## config.mk

```make
export PLATFORM = sky130hd
export DESIGN_NAME = gpio_masked_port
export DESIGN_NICKNAME = d
export VERILOG_FILES = /design/src/rtl/gpio_pkg.sv /design/src/rtl/gpio_addr_dec.sv /design/src/rtl/gpio_sync.sv /design/src/rtl/gpio_regs.sv /design/src/rtl/gpio_padmux.sv /design/src/rtl/gpio_masked_port.sv
export SDC_FILE = /design/constraint.sdc
export NUM_CORES = 1
export LEC_CHECK = 0
export ABC_AREA = 1
export BUFFER_PORTS_ARGS = -buffer_cell sky130_fd_sc_hd__buf_2
export CAP_MARGIN = 20
export CORE_ASPECT_RATIO = 1.2
export CORE_UTILIZATION = 48
export CTS_CLUSTER_SIZE = 25
export DETAILED_ROUTE_END_ITERATION = 10
export HOLD_SLACK_MARGIN = 0.06
export PLACE_DENSITY = 0.86
export SYNTH_ARGS = -nofsm -noshare
export SYNTH_HDL_FRONTEND = slang
export SYNTH_SLANG_ARGS = --single-unit
```

## constraint.sdc

```tcl
create_clock -name clk -period 1.2 [get_ports clk]
set_input_delay 0.12 -clock clk [delete_from_list [all_inputs] [get_ports clk]]
set_output_delay 0.12 -clock clk [all_outputs]
set_load 0.005 [all_outputs]
```

## src/rtl/gpio_pkg.sv

```systemverilog
package gpio_pkg;

  // Upper two byte-address bits pick the region of the port.
  typedef enum logic [1:0] {
    RGN_DATA  = 2'd0,
    RGN_CTRL  = 2'd1,
    RGN_NONE2 = 2'd2,
    RGN_NONE3 = 2'd3
  } region_e;

  // Word index inside the control region.
  localparam int unsigned CTRL_IDX_DIR = 0;
  localparam int unsigned CTRL_IDX_ALT = 1;

  // Decoded access strobes, at most one set per cycle.
  typedef struct packed {
    logic data_wr;
    logic data_rd;
    logic dir_wr;
    logic dir_rd;
    logic alt_wr;
    logic alt_rd;
  } bus_dec_t;

endpackage

```

## src/rtl/gpio_addr_dec.sv

```systemverilog
module gpio_addr_dec
  import gpio_pkg::*;
#(
  parameter int unsigned N_PINS   = 8,
  parameter int unsigned MASK_LSB = 2,
  localparam int unsigned ADDR_W  = MASK_LSB + N_PINS + 2
) (
  input  logic              sel,
  input  logic              wr,
  input  logic [ADDR_W-1:0] addr,
  output bus_dec_t          dec,
  output logic [N_PINS-1:0] mask
);

  region_e            region;
  logic               aligned;
  logic [N_PINS-1:0]  word_idx;

  // Region is taken from the top two address bits.
  function automatic region_e region_of(input logic [ADDR_W-1:0] a);
    return region_e'(a[ADDR_W-1 -: 2]);
  endfunction

  assign region   = region_of(addr);
  assign aligned  = (addr[MASK_LSB-1:0] == '0);
  assign word_idx = addr[MASK_LSB +: N_PINS];
  assign mask     = word_idx;

  always_comb begin
    dec = '0;
    if (sel && aligned) begin
      unique case (region)
        RGN_DATA: begin
          dec.data_wr = wr;
          dec.data_rd = !wr;
        end
        RGN_CTRL: begin
          if (word_idx == N_PINS'(CTRL_IDX_DIR)) begin
            dec.dir_wr = wr;
            dec.dir_rd = !wr;
          end else if (word_idx == N_PINS'(CTRL_IDX_ALT)) begin
            dec.alt_wr = wr;
            dec.alt_rd = !wr;
          end
        end
        default: ;
      endcase
    end
  end

endmodule

```

## src/rtl/gpio_sync.sv

```systemverilog
module gpio_sync #(
  parameter int unsigned N_PINS      = 8,
  parameter int unsigned SYNC_STAGES = 2
) (
  input  logic              clk,
  input  logic              rst_n,
  input  logic [N_PINS-1:0] din,
  output logic [N_PINS-1:0] dout
);

  logic [N_PINS-1:0] stg [SYNC_STAGES];

  always_ff @(posedge clk or negedge rst_n) begin
    if (!rst_n) stg[0] <= '0;
    else        stg[0] <= din;
  end

  for (genvar k = 1; k < SYNC_STAGES; k++) begin : g_stage
    always_ff @(posedge clk or negedge rst_n) begin
      if (!rst_n) stg[k] <= '0;
      else        stg[k] <= stg[k-1];
    end
  end

  assign dout = stg[SYNC_STAGES-1];

endmodule

```

## src/rtl/gpio_regs.sv

```systemverilog
module gpio_regs
  import gpio_pkg::*;
#(
  parameter int unsigned N_PINS = 8
) (
  input  logic              clk,
  input  logic              rst_n,
  input  bus_dec_t          dec,
  input  logic [N_PINS-1:0] mask,
  input  logic [N_PINS-1:0] wdata,
  output logic [N_PINS-1:0] latch_q,
  output logic [N_PINS-1:0] dir_q,
  output logic [N_PINS-1:0] alt_q
);

  // Bits under the mask take the new value, the rest keep the old one.
  function automatic logic [N_PINS-1:0] masked_merge(
    input logic [N_PINS-1:0] old_v,
    input logic [N_PINS-1:0] new_v,
    input logic [N_PINS-1:0] m
  );
    return (new_v & m) | (old_v & ~m);
  endfunction

  always_ff @(posedge clk or negedge rst_n) begin
    if (!rst_n) begin
      latch_q <= '0;
      dir_q   <= '0;
      alt_q   <= '0;
    end else begin
      if (dec.data_wr) latch_q <= masked_merge(latch_q, wdata, mask);
      if (dec.dir_wr)  dir_q   <= wdata;
      if (dec.alt_wr)  alt_q   <= wdata;
    end
  end

  AST_MASK_KEEPS_OTHERS: assert property (@(posedge clk) disable iff (!rst_n) dec.data_wr |=> (((latch_q ^ $past(latch_q)) & ~$past(mask)) == '0)) else $error("masked-off latch bit changed");
  AST_LATCH_HOLDS: assert property (@(posedge clk) disable iff (!rst_n) !dec.data_wr |=> $stable(latch_q)) else $error("latch changed without a data write");
  AST_CTRL_HOLDS: assert property (@(posedge clk) disable iff (!rst_n) !(dec.dir_wr || dec.alt_wr) |=> ($stable(dir_q) && $stable(alt_q))) else $error("control changed without a control write");
  AST_RESET_CLEAR: assert property (@(posedge clk) $rose(rst_n) |-> (dir_q == '0 && alt_q == '0 && latch_q == '0)) else $error("state not cleared by reset");

endmodule

```

## src/rtl/gpio_padmux.sv

```systemverilog
module gpio_padmux #(
  parameter int unsigned N_PINS = 8
) (
  input  logic [N_PINS-1:0] latch_q,
  input  logic [N_PINS-1:0] dir_q,
  input  logic [N_PINS-1:0] alt_q,
  input  logic [N_PINS-1:0] alt_out,
  input  logic [N_PINS-1:0] alt_oe,
  input  logic [N_PINS-1:0] pad_in,
  output logic [N_PINS-1:0] pad_out,
  output logic [N_PINS-1:0] pad_oe,
  output logic [N_PINS-1:0] alt_in
);

  for (genvar i = 0; i < N_PINS; i++) begin : g_pin
    logic gpio_out;
    logic gpio_oe;
    assign gpio_oe    = dir_q[i];
    assign gpio_out   = latch_q[i] & dir_q[i];
    assign pad_out[i] = alt_q[i] ? alt_out[i] : gpio_out;
    assign pad_oe[i]  = alt_q[i] ? alt_oe[i]  : gpio_oe;
    assign alt_in[i]  = alt_q[i] & pad_in[i];
  end

endmodule

```

## src/rtl/gpio_masked_port.sv

```systemverilog
module gpio_masked_port
  import gpio_pkg::*;
#(
  parameter int unsigned N_PINS      = 8,
  parameter int unsigned MASK_LSB    = 2,
  parameter int unsigned SYNC_STAGES = 2,
  localparam int unsigned ADDR_W     = MASK_LSB + N_PINS + 2
) (
  input  logic              clk,
  input  logic              rst_n,
  input  logic              bus_sel,
  input  logic              bus_wr,
  input  logic [ADDR_W-1:0] bus_addr,
  input  logic [N_PINS-1:0] bus_wdata,
  output logic [N_PINS-1:0] bus_rdata,
  input  logic [N_PINS-1:0] pad_in,
  output logic [N_PINS-1:0] pad_out,
  output logic [N_PINS-1:0] pad_oe,
  input  logic [N_PINS-1:0] alt_out,
  input  logic [N_PINS-1:0] alt_oe,
  output logic [N_PINS-1:0] alt_in
);

  bus_dec_t          dec;
  logic [N_PINS-1:0] acc_mask;
  logic [N_PINS-1:0] latch_q, dir_q, alt_q;
  logic [N_PINS-1:0] pad_sync;
  logic [N_PINS-1:0] pin_view;

  // Output pins show their latch, input pins their synchronized pad.
  function automatic logic [N_PINS-1:0] pin_value(
    input logic [N_PINS-1:0] dir_v,
    input logic [N_PINS-1:0] latch_v,
    input logic [N_PINS-1:0] sync_v
  );
    return (dir_v & latch_v) | (~dir_v & sync_v);
  endfunction

  gpio_addr_dec #(.N_PINS(N_PINS), .MASK_LSB(MASK_LSB)) u_dec (
    .sel  (bus_sel),
    .wr   (bus_wr),
    .addr (bus_addr),
    .dec  (dec),
    .mask (acc_mask)
  );

  gpio_sync #(.N_PINS(N_PINS), .SYNC_STAGES(SYNC_STAGES)) u_sync (
    .clk   (clk),
    .rst_n (rst_n),
    .din   (pad_in),
    .dout  (pad_sync)
  );

  gpio_regs #(.N_PINS(N_PINS)) u_regs (
    .clk     (clk),
    .rst_n   (rst_n),
    .dec     (dec),
    .mask    (acc_mask),
    .wdata   (bus_wdata),
    .latch_q (latch_q),
    .dir_q   (dir_q),
    .alt_q   (alt_q)
  );

  gpio_padmux #(.N_PINS(N_PINS)) u_mux (
    .latch_q (latch_q),
    .dir_q   (dir_q),
    .alt_q   (alt_q),
    .alt_out (alt_out),
    .alt_oe  (alt_oe),
    .pad_in  (pad_in),
    .pad_out (pad_out),
    .pad_oe  (pad_oe),
    .alt_in  (alt_in)
  );

  assign pin_view = pin_value(dir_q, latch_q, pad_sync);

  always_comb begin
    bus_rdata = '0;
    if (dec.data_rd)     bus_rdata = pin_view & acc_mask;
    else if (dec.dir_rd) bus_rdata = dir_q;
    else if (dec.alt_rd) bus_rdata = alt_q;
  end

  AST_READ_MASKED: assert property (@(posedge clk) disable iff (!rst_n) dec.data_rd |-> ((bus_rdata & ~acc_mask) == '0)) else $error("read leaked a masked-off bit");
  AST_PAD_AFTER_WRITE: assert property (@(posedge clk) disable iff (!rst_n) (dec.data_wr && !dec.dir_wr && !dec.alt_wr) |=> ((pad_out & dir_q & ~alt_q) == ((($past(bus_wdata) & $past(acc_mask)) | ($past(latch_q) & ~$past(acc_mask))) & dir_q & ~alt_q))) else $error("pad does not follow written data");
  AST_IDLE_READ_ZERO: assert property (@(posedge clk) disable iff (!rst_n) !bus_sel |-> (bus_rdata == '0)) else $error("read data without a read");

endmodule

```

==> results of run 1 <==
==> path summary, 6_finish.rpt <==
kind / end / slack [ns] / cells past startpoint
max reg2reg: u_regs.dir_q[1] / 0.37 / 3
max: bus_rdata[5] / -0.23 / 6
min reg2reg: u_sync.dout[1] / 0.35 / 0
min: u_regs.dir_q[4] / 0.12 / 3
min in group asynchronous: u_sync.stg[11] / 0.28 / 2
max in group asynchronous: u_regs.alt_q[1] / 0.44 / 3
==> report_power, final <==
part	switching [W]	leakage [nW]	internal (W)
registers	0.0000332	0.503	0.00141
logic	0.000155	1.12	0.000143
clock network	0.000449	0.0455	0.000469
==> synthesized netlist by cell type <==
cell       n
nand2_2    5
nor2_2     1
nand2_4    3
inv_1     32
o21ai_0   26
nand3_1   31
buf_6      2
dfrtp_1   40
nor2_1     5
buf_4      1
o21ai_2   16
nor3_4     3
inv_2      1
a21boi_0   2
nor2_4     3
nand2_1   78
==> what timing repair did <==
action | in CTS | in global routing
buffers inserted | 8 | 5
hold buffers | 9 | 0
pin swaps | 10 | 12
resized for setup | 15 | 44
setup endpoints to repair | 9 | 25
endpoints found under the hold margin | 24 | 0
==> final cells by class <==
cell class | count | area share [%]
inverters | 33 | 4.07
well taps | 54 | 2.22
flip-flops and latches | 40 | 33.2
repair buffers | 119 | 25.1
multi-input cells | 173 | 32.5
clock buffers | 8 | 2.96
==> kinds of logic after synthesis <==
kind of cell           synth area share, %
buffers and inverters                 7.47
flip-flops                            48.6
AO/OA/AOI/OAI                         13.8
AND/OR/NAND/NOR                       30.1
==> critical path, cell delays in order (launching register included) <==
cell and delay, ns:
dfrtp_1 0.42, nand2_2 0.07, a21boi_2 0.16, o21ai_1 0.12
nand2_1 0.09, inv_1 0.05, buf_2 0.10
==> per-stage QoR <==
step | TNS (ns) | area (um^2) | cells
final | -1.06 | 3040 | 427
after global routing | -1.75 | 3040 | 427
after CTS | -0.713 | 2900 | 422
after detailed placement | -1.63 | 2640 | 397
after global placement | -0.612 | 2640 | 397
after floorplan | 0 | 2060 | 249
==> per-layer routing <==
metal	GRT usage, %	up-vias	wire length (um)
met5	0	-	0
li1	-	1049	-
met3	4.93	19	284
met2	41.9	78	2830
met4	8.89	0	162
met1	29.1	1001	2170
==> flow_summary.ini, run 1 <==
[detailed_routing]
drc = 0
drt_first_iter_violations = 98
wl_um = 5440
postRouteAntennaNets = 0
avgViaCountPerCell = 5.03
firstDrtPassIters = 4
routed-via-count = 2147
wire_per_inst_um = 12.7

[worst_setup_path]
cp.required_ns = 1.08
worstSetupPathType = flop to output port
crit_fanout = 4
worstPathArrival_ns = 1.31
rr_startpoint = u_regs.dir_q[1]
worstSetupStartpoint = u_regs.dir_q[5]
critPathLaunchType = flop
cp-end-kind = output port

[run]
cap_violations = 0

[global_route]
grt_max_degree = 25
grt_overflow_total = 0
antenna_found_initial = 0
grtUsageTotal_pct = 24.2
grt_pass1_vias = 1906
grt_pass1_wl_um = 8030

[finish]
seq_area_um2 = 1010
drive_gt1_share_pct = 48.5
final_cell_mix = buf_2 (77), nand2_1 (69), dfrtp_1 (32)
final_util_pct = 75.4
fill_cells = 261
num_antenna_cells = 0
syn2layout_area_growth_pct = 47.6
multi_input_area_um2 = 987
layout_commonest_cell = buf_2
fin_nets = 420

[sta]
worst_slew_pin_slew_ns = 0.402
skew_ns = 0.000146
hold_violations = 0
setup_slack_ns = -0.228
fin_crit_sh_pct = 119
max_freq_mhz = 700
setup_viol = 11
relSlewSlack_pct = 73.2
drv_slew = 0
worst_hold_slack_ns = 0.118
rsz0062_at_grt = yes
fin_crit_ns = 1.43

[pwr]
power_w = 0.00266
ir_drop_mv = 0.852
power.density_nw_per_um2 = 874
p_leak_nw = 1.67

[outcome]
status = finished, violations left
failed_checks = negative setup slack

[worst_hold_path]
hp-class = input pin to flop
hp-start = bus_wdata[4]

[floorplan]
die_x_um = 61.8
initial_core_util_pct = 51.1
die_y_um = 73.8
dieArea_um2 = 4560
core_area_um2 = 4040
ios = 80
rows = 25

[cts]
numCtsBuffers = 5
htreeDepth = 2
cts_root_buffer = clkbuf_8
cts.reportedPaths.clkPinSlew_ns = 0.07
clk_path_buf_depth = 2
cts.sinks = 40
cts_tree = yes
clock_latency_ns = 0.29

[synthesis]
syn_area_um2 = 2060
yosysTopAreaCell = dfrtp_1
synth_cell_types = 16
syn_avg_cell_area_um2 = 8.28
synthCells = 249
synth.yosys.seq_area_share_pct = 48.6
syn_nets = 297
yosys_register_bits = 40
ys_warn_count = 0
yosys.area.top_type_share_pct = 48.6
yosys-top-cells-area = dfrtp_1 (49%), nand2_1 (14%), nand3_1 (7.5%)

[placed_design]
gp_congestion = 0.823
port_buffers = 79
place_ws_ns = -0.0860
hpwl_um = 3610
No activity file was read; power rests on OpenSTA's default activity.
==> run 2: changes to the inputs <==
--- a/config.mk
+++ b/config.mk
@@ -6,14 +6,14 @@
 export NUM_CORES = 1
 export LEC_CHECK = 0
 export ABC_AREA = 1
-export BUFFER_PORTS_ARGS = -buffer_cell sky130_fd_sc_hd__buf_2
 export CAP_MARGIN = 20
 export CORE_ASPECT_RATIO = 1.2
-export CORE_UTILIZATION = 48
+export CORE_UTILIZATION = 62
 export CTS_CLUSTER_SIZE = 25
 export DETAILED_ROUTE_END_ITERATION = 10
+export DONT_BUFFER_PORTS = 1
 export HOLD_SLACK_MARGIN = 0.06
-export PLACE_DENSITY = 0.86
+export PLACE_DENSITY = 0.85
 export SYNTH_ARGS = -nofsm -noshare
 export SYNTH_HDL_FRONTEND = slang
 export SYNTH_SLANG_ARGS = --single-unit
==> flow_summary.ini, run 2 (synthesis results as in run 1) <==
[outcome]
status = finished, violations left
failed_checks = negative setup slack

[pwr]
intPower_w = 0.00180
power_frac_clock_pct = 30.0
power.switching_w = 0.000573
swShare_pct = 24.1
p_leak_nw = 1.29
ir_drop_mv = 0.781
p_comb_share_pct = 9.2
seqPwrFrac_pct = 60.8
power_w = 0.00238
power.density_nw_per_um2 = 918

[sta]
fin_crit_sh_pct = 121
drv_slew = 0
skew_ns = 0.000700
setup_viol = 9
hold_violations = 0
relSlewSlack_pct = 76.8
worst_slew_pin_slew_ns = 0.346
max_freq_mhz = 689
rsz0062_at_grt = yes
fin_crit_ns = 1.45
worst_hold_slack_ns = 0.108
setup_slack_ns = -0.251

[detailed_routing]
firstDrtPassIters = 5
drt_first_iter_violations = 69
postRouteAntennaNets = 0
avgViaCountPerCell = 5.80
wl_um = 5090
drc = 0
wire_per_inst_um = 15.5
routed-via-count = 1907

[worst_setup_path]
rr_worst_depth = 3
slowest_delay_ns = 0.40
cp.required_ns = 1.08
crit_path_cell_trace = nand2_1 > a21boi_2 > o21ai_2 > nand2_2 > inv_2
worstSetupPathType = flop to output port
worstPathArrival_ns = 1.33
endpoint = bus_rdata[0]
critPathLaunchType = flop
worst-path-stages = 5
r2r_slack_ns = 0.37
cp-end-kind = output port
timing.rr.end = u_regs.dir_q[0]
rr_startpoint = u_regs.dir_q[0]
cp_top_family = flip-flops
crit_fanout = 2
cp_slowest_cell = dfrtp_1
cp_num_buf_inv = 1

[cts]
cts_tree = yes
cts.sinks = 40
clock_latency_ns = 0.34
cts.reportedPaths.clkPinSlew_ns = 0.12
htreeDepth = 2
numCtsBuffers = 5
cts_root_buffer = clkbuf_4
clk_path_buf_depth = 2

[finish]
fin_nets = 340
syn2layout_area_growth_pct = 25.5
final_util_pct = 83.1
layout_commonest_cell = nand2_1
seq_area_um2 = 1010
drive_gt1_share_pct = 28.7
multi_input_area_um2 = 981
fill_cells = 189
num_antenna_cells = 0
final_cell_mix = nand2_1 (74), dfrtp_1 (33), inv_1 (25), dlygate4sd3_1 (25), nand3_1 (21)

[placed_design]
place_ws_ns = 0.0371
port_buffers = 0
hpwl_um = 3060
gp_congestion = 0.846

[run]
cap_violations = 0

[floorplan]
die_x_um = 54.6
dieArea_um2 = 3560
core_area_um2 = 3110
rows = 22
initial_core_util_pct = 66.3
die_y_um = 65.2
ios = 80

[global_route]
grt_overflow_total = 0
grt_pass1_vias = 1724
antenna_found_initial = 0
grtUsageTotal_pct = 30.5
grt_pass1_wl_um = 7640
grt_max_degree = 41

[worst_hold_path]
hp-class = input pin to flop
## run 2: worst min-delay path by stage
stage	depth (start not counted)	start	to	slack (ns)
2_1_floorplan	0	rst_n	asynchronous set/reset pin	-0.18
3_5_place_dp	0	rst_n	u_sync.stg[10]	-0.17
3_3_place_gp	0	rst_n	u_sync.stg[10]	-0.17
6_report	4	bus_wr	flop	0.11
4_1_cts	4	bus_wr	flop	0.11
5_1_grt	4	bus_wr	flop	0.12
## run 2: per-stage QoR
stage	instance area (um^2)	TNS, ns	cells
2_1_floorplan	2060	0	249
3_3_place_gp	2110	0	287
3_5_place_dp	2110	0	287
4_1_cts	2540	-0.473	329
5_1_grt	2590	-1.46	329
6_report	2590	-0.705	329
## run 2: what timing repair did
| item | CTS | global route |
|---|---|---|
| gates resized for setup | 17 | 34 |
| pin swaps | 8 | 10 |
| hold buffers | 26 | 0 |
| endpoints found under the hold margin | 72 | 0 |
| setup buffers | 8 | 1 |
| endpoints found under the setup margin | 11 | 25 |
## run 2: layout make-up
class                           instances  area share [%]
Sequential cell                        40            39.0
Inverter                               33            4.79
Multi-Input combinational cell        173            37.9
Tap cell                               36            1.74
Clock buffer                            8            2.27
Timing Repair Buffer                   39            14.2
## run 2: worst register-to-register path, cell delays in order (launching register included)
cell,delay (ns)
dfrtp_1,0.42
buf_4,0.15
nand2_1,0.09
o21ai_2,0.07
## run 2: power groups by stage
stage	Clock [W]	Sequential [W]	Combinational [W]
after floorplan	0	0.00146	0.0000876
after global placement	0	0.00147	0.0000996
after detailed placement	0	0.00147	0.000107
after CTS	0.000724	0.00144	0.000215
after global routing	0.000797	0.00145	0.000242
final	0.000713	0.00144	0.000219
## run 2: layer usage
metal / GRT usage [%] / up-vias / share of wire [%]
met5: 0 / - / 0
met4: 13.8 / 0 / 2.6
met3: 9.49 / 18 / 6.7
met2: 47.0 / 85 / 51
met1: 38.1 / 908 / 40
li1: - / 896 / -
==> run 3: changes to the inputs <==
--- a/config.mk
+++ b/config.mk
@@ -8,12 +8,14 @@
 export ABC_AREA = 1
 export CAP_MARGIN = 20
 export CORE_ASPECT_RATIO = 1.2
-export CORE_UTILIZATION = 62
+export CORE_MARGIN = 2
+export CORE_UTILIZATION = 63
 export CTS_CLUSTER_SIZE = 25
 export DETAILED_ROUTE_END_ITERATION = 10
 export DONT_BUFFER_PORTS = 1
 export HOLD_SLACK_MARGIN = 0.06
-export PLACE_DENSITY = 0.85
+export PLACE_DENSITY = 0.86
 export SYNTH_ARGS = -nofsm -noshare
 export SYNTH_HDL_FRONTEND = slang
+export SYNTH_HIERARCHICAL = 1
 export SYNTH_SLANG_ARGS = --single-unit
==> flow_summary.ini, run 3 <==
[worst_setup_path]
worstSetupPathType = input pin to output port
cp_slowest_cell = nor3_4
cp.required_ns = 1.08
crit_path_cell_trace = nor2_1 > nand2_1 > buf_6 > nor3_4 > buf_6 > nand2_2 > nor2_1 > nand2_1 > nand2_2
rr_startpoint = u_regs/alt_q[1]
endpoint = bus_rdata[0]
worst-path-stages = 9
slowest_delay_ns = 0.17
r2r_slack_ns = 0.40
worstPathArrival_ns = 1.09
cp-end-kind = output port
cp_num_buf_inv = 2
cp_top_family = simple AND/OR/NAND/NOR gates
critPathLaunchType = input pin
worstSetupStartpoint = bus_addr[1]
rr_worst_depth = 2
timing.rr.end = u_regs/alt_q[1]
crit_fanout = 4

[pwr]
p_leak_nw = 1.56
power_w = 0.00269
intPower_w = 0.00205
power_frac_clock_pct = 35.6
seqPwrFrac_pct = 54.2
ir_drop_mv = 0.780
p_comb_share_pct = 10.2
power.density_nw_per_um2 = 938
swShare_pct = 23.9
power.switching_w = 0.000643

[global_route]
grtUsageTotal_pct = 27.0
grt_overflow_total = 0
grt_pass1_vias = 2062
grt_pass1_wl_um = 8710
antenna_found_initial = 0
grt_max_degree = 41

[finish]
fill_cells = 242
seq_area_um2 = 1020
syn2layout_area_growth_pct = 19.4
drive_gt1_share_pct = 23.3
design_area_um2 = 2870
num_antenna_cells = 0
layout_commonest_cell = nand2_1
final_cell_mix = nand2_1 (144), inv_1 (42), dfrtp_1 (26)
fin_nets = 417
multi_input_area_um2 = 1040

[detailed_routing]
avgViaCountPerCell = 5.25
wl_um = 5790
drt_first_iter_violations = 152
firstDrtPassIters = 4
routed-via-count = 2209
wire_per_inst_um = 13.8
drc = 0
postRouteAntennaNets = 0

[synthesis]
synthTopCellsByCount = nand2_1 (147), inv_1 (43), dfrtp_1 (40), nor2_1 (22), buf_4 (17)
yosysTopAreaCell = dfrtp_1
ys_warn_count = 6
yosysMostFrequentCell = nand2_1
syn_area_um2 = 2400
synthCells = 340
synth.yosys.seq_area_share_pct = 41.7
synth_flop_cell = dfrtp_1
yosys-top-cells-area = dfrtp_1 (42%), nand2_1 (23%), inv_1 (6.7%)
syn_nets = 388
synth-edff-count = 0
yosys.area.top_type_share_pct = 41.7
synth_cell_types = 16
async_flop_share_pct = 100
yosys_register_bits = 40
syn_avg_cell_area_um2 = 7.06

[placed_design]
gp_congestion = 0.827
placed_cell_area_um2 = 2380
port_buffers = 0
hpwl_um = 3560
place_ws_ns = 0.0340

[sta]
setup_viol = 1
fin_crit_sh_pct = 101
skew_ns = 0.00202
relSlewSlack_pct = 83.3
fin_crit_ns = 1.21
max_freq_mhz = 825
drv_slew = 0
hold_violations = 0
worst_slew_pin_slew_ns = 0.251
setup_slack_ns = -0.0116
rsz0062_at_grt = yes
tns_ns = -0.0116

[cts]
clk_path_buf_depth = 2
cts_tree = yes
cts_root_buffer = clkbuf_8
cts.reportedPaths.clkPinSlew_ns = 0.07
clock_latency_ns = 0.29
cts.sinks = 40
htreeDepth = 2
numCtsBuffers = 5

[floorplan]
die_x_um = 60.4
die_y_um = 71.6
rows = 24
ios = 80
initial_core_util_pct = 66.1
dieArea_um2 = 4320
core_area_um2 = 3630

[outcome]
status = finished, violations left
failed_checks = negative setup slack

[run]
cap_violations = 0

[worst_hold_path]
hp-class = input pin to flop
-- run 3: worst min path at each step --
stage,from,endpoint,slack [ns],depth (start not counted)
floorplan,rst_n,asynchronous set/reset pin,-0.18,0
global placement,rst_n,u_sync/dout[5],-0.17,0
detailed placement,rst_n,u_sync/stg[13],-0.17,0
CTS,bus_wr,flop,0.24,5
global route,bus_wr,flop,0.27,5
finish,bus_wr,flop,0.24,5
-- run 3: cell type report --
class | instances | share of cell area, %
Tap cell | 52 | 2.27
Timing Repair Buffer | 45 | 15.1
Sequential cell | 40 | 35.5
Inverter | 55 | 7.46
Clock buffer | 7 | 3.36
Multi-Input combinational cell | 222 | 36.3
-- run 3: repair_timing --
action / 4_1_cts / 5_1_grt
cloned: 0 / 0
pin swaps: 4 / 9
resized for setup: 2 / 31
hold endpoints to repair: 72 / 0
setup buffers: 2 / 4
setup endpoints to repair: 3 / 8
hold buffers: 26 / 0
-- run 3: power by group through the flow --
stage	Sequential [W]	Combinational (W)	Clock [W]
floorplan	0.00147	0.000166	0
global placement	0.00148	0.000136	0
detailed placement	0.00148	0.000143	0
CTS	0.00146	0.000260	0.000966
global route	0.00147	0.000311	0.00103
finish	0.00146	0.000275	0.000958
-- run 3: per-stage QoR --
step / instances / hold slack [ns] / util [%]
detailed placement: 382 / -0.174 / 65.5
CTS: 417 / 0.236 / 76.0
global placement: 382 / -0.174 / 65.5
floorplan: 340 / -0.176 / -
global route: 421 / 0.274 / 78.9
finish: 421 / 0.241 / 78.9
-- run 3: cell families after synthesis --
kind of cell	after synthesis	synth area share, %
AO/OA/AOI/OAI	16	3.33
buffers and inverters	78	17.0
flip-flops	40	41.7
AND/OR/NAND/NOR	206	37.9
-- run 3: worst register-to-register path, stage by stage, from the launching register on --
cell,delay (ns)
dfrtp_1,0.48
inv_1,0.07
o21ai_0,0.16
-- run 3: layer usage --
metal	up-vias	share of wire, %	wire length (um)	track usage (%)
met2	114	54	3130	46.7
met4	0	2.4	140	11.4
met5	-	0	0	0
met3	19	7.8	453	7.40
li1	1055	-	-	-
met1	1021	36	2070	30.4
